### config.mk
export PLATFORM = sky130hd
export DESIGN_NAME = tfs_splitter
export DESIGN_NICKNAME = d
export VERILOG_FILES = /design/src/rtl/tfs_pkg.sv /design/src/rtl/tfs_len_regs.sv /design/src/rtl/tfs_frame_ctr.sv /design/src/rtl/tfs_stream_path.sv /design/src/rtl/tfs_splitter.sv
export SDC_FILE = /design/constraint.sdc
export NUM_CORES = 1
export LEC_CHECK = 0
export CORE_MARGIN = 3
export CORE_UTILIZATION = 58
export CTS_CLUSTER_DIAMETER = 80
export DETAILED_ROUTE_END_ITERATION = 16
export PLACE_DENSITY = 0.84
export SLEW_MARGIN = 20
export SYNTH_ARGS = -nofsm -noshare
export SYNTH_HDL_FRONTEND = slang
export SYNTH_HIERARCHICAL = 1
export SYNTH_SLANG_ARGS = --single-unit
### constraint.sdc
create_clock -name clk_i -period 10.4 [get_ports clk_i]
set_input_delay 2.08 -clock clk_i [delete_from_list [all_inputs] [get_ports clk_i]]
set_output_delay 2.08 -clock clk_i [all_outputs]
set_load 0.01 [all_outputs]
### src/rtl/tfs_pkg.sv
package tfs_pkg;
  localparam int unsigned LEN_W  = 13;
  localparam int unsigned BYTE_W = 8;

  typedef enum logic {
    HALF_LO = 1'b0,
    HALF_HI = 1'b1
  } half_e;
endpackage

### src/rtl/tfs_len_regs.sv
module tfs_len_regs
  import tfs_pkg::*;
#(
  parameter int unsigned LW = LEN_W,
  parameter int unsigned BW = BYTE_W
) (
  input  logic          clk_i,
  input  logic          rst_ni,
  input  logic          wr_i,
  input  logic          wr_sel_i,
  input  logic [BW-1:0] wdata_i,
  input  logic          rd_sel_i,
  input  logic [LW-1:0] remain_i,
  output logic [BW-1:0] rdata_o,
  output logic [LW-1:0] len_o
);
  localparam int unsigned HW = LW - BW;

  logic [BW-1:0] lo_q;
  logic [HW-1:0] hi_q;

  always_ff @(posedge clk_i or negedge rst_ni) begin
    if (!rst_ni) begin
      lo_q <= '0;
      hi_q <= '0;
    end else if (wr_i) begin
      if (half_e'(wr_sel_i) == HALF_HI) hi_q <= wdata_i[HW-1:0];
      else                              lo_q <= wdata_i;
    end
  end

  assign len_o = {hi_q, lo_q};

  // high half zero-extended, unused upper bits read zero
  always_comb begin
    if (half_e'(rd_sel_i) == HALF_HI) rdata_o = BW'(remain_i[LW-1:BW]);
    else                              rdata_o = remain_i[BW-1:0];
  end
endmodule

### src/rtl/tfs_frame_ctr.sv
module tfs_frame_ctr
  import tfs_pkg::*;
#(
  parameter int unsigned LW = LEN_W
) (
  input  logic          clk_i,
  input  logic          rst_ni,
  input  logic          apm_i,
  input  logic [LW-1:0] len_i,
  input  logic          fire_i,
  input  logic          last_i,
  output logic          split_o,
  output logic          eof_o,
  output logic [LW-1:0] cnt_o,
  output logic [LW-1:0] remain_o
);
  logic [LW-1:0] cnt_q;
  logic [LW:0]   cnt_inc;
  logic          hit;

  assign split_o = apm_i && (len_i != '0);
  assign cnt_inc = {1'b0, cnt_q} + 1'b1;
  // >= so a length shrunk below the count still closes the frame
  assign hit     = split_o && (cnt_inc >= {1'b0, len_i});
  assign eof_o   = last_i || hit;

  always_ff @(posedge clk_i or negedge rst_ni) begin
    if (!rst_ni)      cnt_q <= '0;
    else if (!split_o) cnt_q <= '0;
    else if (fire_i)  cnt_q <= eof_o ? '0 : cnt_inc[LW-1:0];
  end

  always_comb begin
    if (!split_o)          remain_o = len_i;
    else if (len_i > cnt_q) remain_o = len_i - cnt_q;
    else                   remain_o = '0;
  end

  assign cnt_o = cnt_q;
endmodule

### src/rtl/tfs_stream_path.sv
module tfs_stream_path
  import tfs_pkg::*;
#(
  parameter int unsigned BW = BYTE_W
) (
  input  logic          in_valid_i,
  input  logic [BW-1:0] in_data_i,
  output logic          in_ready_o,
  input  logic          eof_i,
  output logic          out_valid_o,
  output logic [BW-1:0] out_data_o,
  output logic          out_eof_o,
  input  logic          out_ready_i,
  output logic          fire_o
);
  assign out_valid_o = in_valid_i;
  assign out_data_o  = in_data_i;
  assign in_ready_o  = out_ready_i;
  assign out_eof_o   = in_valid_i && eof_i;
  assign fire_o      = in_valid_i && out_ready_i;
endmodule

### src/rtl/tfs_splitter.sv
module tfs_splitter
  import tfs_pkg::*;
#(
  parameter int unsigned LW = LEN_W,
  parameter int unsigned BW = BYTE_W
) (
  input  logic          clk_i,
  input  logic          rst_ni,
  input  logic          apm_en_i,
  input  logic          reg_wr_i,
  input  logic          reg_sel_i,
  input  logic [BW-1:0] reg_wdata_i,
  input  logic          rd_sel_i,
  output logic [BW-1:0] rd_data_o,
  input  logic          in_valid_i,
  input  logic [BW-1:0] in_data_i,
  input  logic          in_last_i,
  output logic          in_ready_o,
  output logic          out_valid_o,
  output logic [BW-1:0] out_data_o,
  output logic          out_eof_o,
  input  logic          out_ready_i
);
  logic [LW-1:0] len;
  logic [LW-1:0] remain;
  logic [LW-1:0] frame_cnt;
  logic          split_on;
  logic          eof_raw;
  logic          fire;

  tfs_len_regs #(.LW(LW), .BW(BW)) u_regs (
    .clk_i   (clk_i),
    .rst_ni  (rst_ni),
    .wr_i    (reg_wr_i),
    .wr_sel_i(reg_sel_i),
    .wdata_i (reg_wdata_i),
    .rd_sel_i(rd_sel_i),
    .remain_i(remain),
    .rdata_o (rd_data_o),
    .len_o   (len)
  );

  tfs_frame_ctr #(.LW(LW)) u_ctr (
    .clk_i   (clk_i),
    .rst_ni  (rst_ni),
    .apm_i   (apm_en_i),
    .len_i   (len),
    .fire_i  (fire),
    .last_i  (in_last_i),
    .split_o (split_on),
    .eof_o   (eof_raw),
    .cnt_o   (frame_cnt),
    .remain_o(remain)
  );

  tfs_stream_path #(.BW(BW)) u_path (
    .in_valid_i (in_valid_i),
    .in_data_i  (in_data_i),
    .in_ready_o (in_ready_o),
    .eof_i      (eof_raw),
    .out_valid_o(out_valid_o),
    .out_data_o (out_data_o),
    .out_eof_o  (out_eof_o),
    .out_ready_i(out_ready_i),
    .fire_o     (fire)
  );
endmodule

==> impl_metrics.ini <==
[timing]
slew_violations = 0
finalClockSkew_ns = 0.00350
layout_min_cycle_time_ns = 6.73
setup_viol = 0
slew_headroom_pct = 36.2
worst_slew_pin_slew_ns = 0.954
fin_tns_setup_ns = 0
max_clock_freq_mhz = 149
finalHoldViolCount = 0
rsz0062_at_grt = no
fin_crit_sh_pct = 64.7
hold_ws_ns = 0.523
setup_ws_ns = 3.67

[worst_setup_path]
arrival_ns = 4.65
end_kind = primary output
max_stage_delay_ns = 0.73
cp_slowest_cell = clkdlybuf4s50_1
path_max_fanout = 13
critPathRequiredTime_ns = 8.32
path_cells = clkdlybuf4s50_1, inv_1, a41o_1, inv_1, o311ai_2, o22ai_1, mux2_2, clkdlybuf4s50_1
cp-start-kind = input port
crit_type = in2out

[place]
place_area_sq_um = 2710
hpwl_mm = 4.91
place.gp.congestion = 0.940
place_ws_ns = 3.80
io_buffers = 27
dp.cells = 342

[pwr]
ir_drop_mv = 0.0916
powerDensity_nw_per_um2 = 125
p_total_mw = 0.346
leakagePower_nw = 1.23

[drt]
via_per_inst = 6.26
wire_per_inst_microns = 17.6
routed_wl_mm = 6.09
vias = 2166
route.detailed.drc = 0
drtIter0Drc = 158
firstDrtPassIters = 4
drt.antenna.violating_nets = 0

[clocking]
numCtsBuffers = 3
clk_pin_slew_worst_paths_ns = 0.09
cts_sinks = 26
cts_max_level = 1
root_buffer = clkbuf_8
ctsResizeCount = 0
cts_tree = yes
ctsHoldBuffers = 0
clockBufferDepth = 2
cts_setup_buffers = 0
clkLatencyLatePin_ns = 0.28

[cells_and_area]
final_cells = 346
nFillCells = 348
post-route-util_pct = 67.9
design_area_sq_um = 2780
drive_gt1_share_pct = 10.5
n_antenna_cell = 0
nets = 350
area_growth_pct = 11.2

[die]
coreArea_sq_um = 4090
dieArea_sq_um = 5130
die-width_microns = 71.6
io_pins = 44
row_count = 23
initial_core_util_pct = 61.1
dieHeight_microns = 71.6

[global_route]
busiest_layer = met2
grt_pass1_vias = 2092
grt-ovfl-total = 0
grt_use_total_pct = 25.0
use_met2_pct = 40.3
grt_use_met1_pct = 33.7
grt_max_degree = 27
grt_pass1_wl_mm = 9.94
antenna_found_initial = 0
met3_usage_pct = 3.51

[synthesis]
syn-num-nets = 336
syn_area_sq_um = 2500
synth_top_cell_area_share_pct = 26.1
synthFlopType = dfrtp_1
synth-seq-cells = 26
yosys.area.top_type = dfrtp_1
synth_area_leaders = dfrtp_1 (26%), ha_1 (14%), mux2_2 (8.1%)
ys_seq_area_share_pct = 26.1
syn_inst = 283
ys_async_sr_fraction_pct = 100
synthDistinctLibCells = 48
ys_warn_count = 6
synth_edf_count = 0
syn_area_per_cell_sq_um = 8.82

[status]
status = complete, no violations

[job]
drv_cap = 0

[hold_path]
min_path_type = reg2reg
-- logic make-up (layout without fill, tap and decap cells) --
logic type	after synthesis	in the layout	share of synthesized area [%]
mux	18	18	8.12
flops	26	26	26.1
fa+ha+maj	28	28	14.3
xor+xnor	18	18	6.31
simple gates	68	68	14.5
compound gates	75	75	21.1
buf+inv	50	63	9.62
-- path summary, 6_finish.rpt --
path                                  from  slack (ns)  cells after the start         endpoint
min in group asynchronous           rst_ni        1.78                      1  u_ctr/cnt_o[12]
setup / recovery                  apm_en_i        3.67                      8     rd_data_o[2]
setup reg to reg            u_ctr/cnt_o[0]        7.13                     12   u_ctr/cnt_o[1]
max in group asynchronous           rst_ni        8.24                      1   u_regs/lo_q[4]
hold / removal             u_ctr/cnt_o[12]        0.52                      1  u_ctr/cnt_o[12]
hold reg to reg            u_ctr/cnt_o[12]        0.52                      1  u_ctr/cnt_o[12]
-- layer usage --
metal / vias to the layer above / wire length (microns)
met5: - / 0
met4: 0 / 186
met3: 18 / 317
met2: 65 / 2820
met1: 1044 / 2760
li1: 1039 / -
-- critical path, delay by kind of cell --
family / cells / cell delay (ns)
AOI/OAI and AO/OA: 3 / 0.86
buffers and inverters: 4 / 1.48
muxes: 1 / 0.21
-- area by class of cell --
cell class / count / area (sq um) / share of cell area [%]
inverter: 32 / 120 / 4.33
clock inverter: 1 / 30.0 / 1.08
sequential: 26 / 651 / 23.4
clock buffer: 3 / 41.3 / 1.49
timing repair buffer: 27 / 265 / 9.55
multi-input combinational: 207 / 1610 / 57.9
tap: 50 / 62.6 / 2.25
-- power by group --
part           switching, mW  internal (mW)  leakage, nW  total (mW)
clock                 0.0341         0.0516       0.0357      0.0857
sequential            0.0119          0.109        0.334       0.121
combinational         0.0738         0.0658        0.862       0.140
total                  0.120          0.226         1.23       0.346
-- state kept, by name (all words and copies together), names as in the netlist --
name         cells
u_regs/lo_q      8
u_regs/hi_q      5
u_ctr/cnt_o     13
-- cells in the final DEF, fill, tap and decap left out, types with 2 or more instances in the layout --
cell              n
ha_1             27
nand4_1           4
or3_1             3
o21ai_0          10
xor2_1            6
clkdlybuf4s50_1  26
nand2b_1          2
clkbuf_8          3
nand2_1          16
and2_1            2
dfrtp_1          26
o22ai_1          13
a22o_1            8
a211oi_1          2
nor2_1            8
a211o_1           2
o21a_1            2
nor4_1            3
xnor2_1          12
a21oi_1          15
mux2_2           18
nor3_1           10
inv_1            31
nor2_2            2
a31oi_1           2
nand3_1           7
o211ai_1          4
nor2b_1           5
a21o_1            8
-- synthesized netlist by cell type (2+ instances only) --
cell      count
nand4_1       4
a211oi_1      2
mux2_2       18
a22o_1        8
nand2_1      16
nand3_1       7
xnor2_1      12
ha_1         27
a211o_1       2
o21a_1        2
o21ai_0      10
xor2_1        6
nor3_1       10
a21o_1        8
clkbuf_1      3
a21oi_1      15
o211ai_1      4
dfrtp_1      26
or3_1         3
inv_1        31
buf_4        11
and2_1        2
nor4_1        3
nor2_1        8
o22ai_1      13
nand2b_1      2
nor2_2        2
buf_2         3
nor2b_1       5
a31oi_1       2
Note: power is estimated with default switching activity, not from simulation.
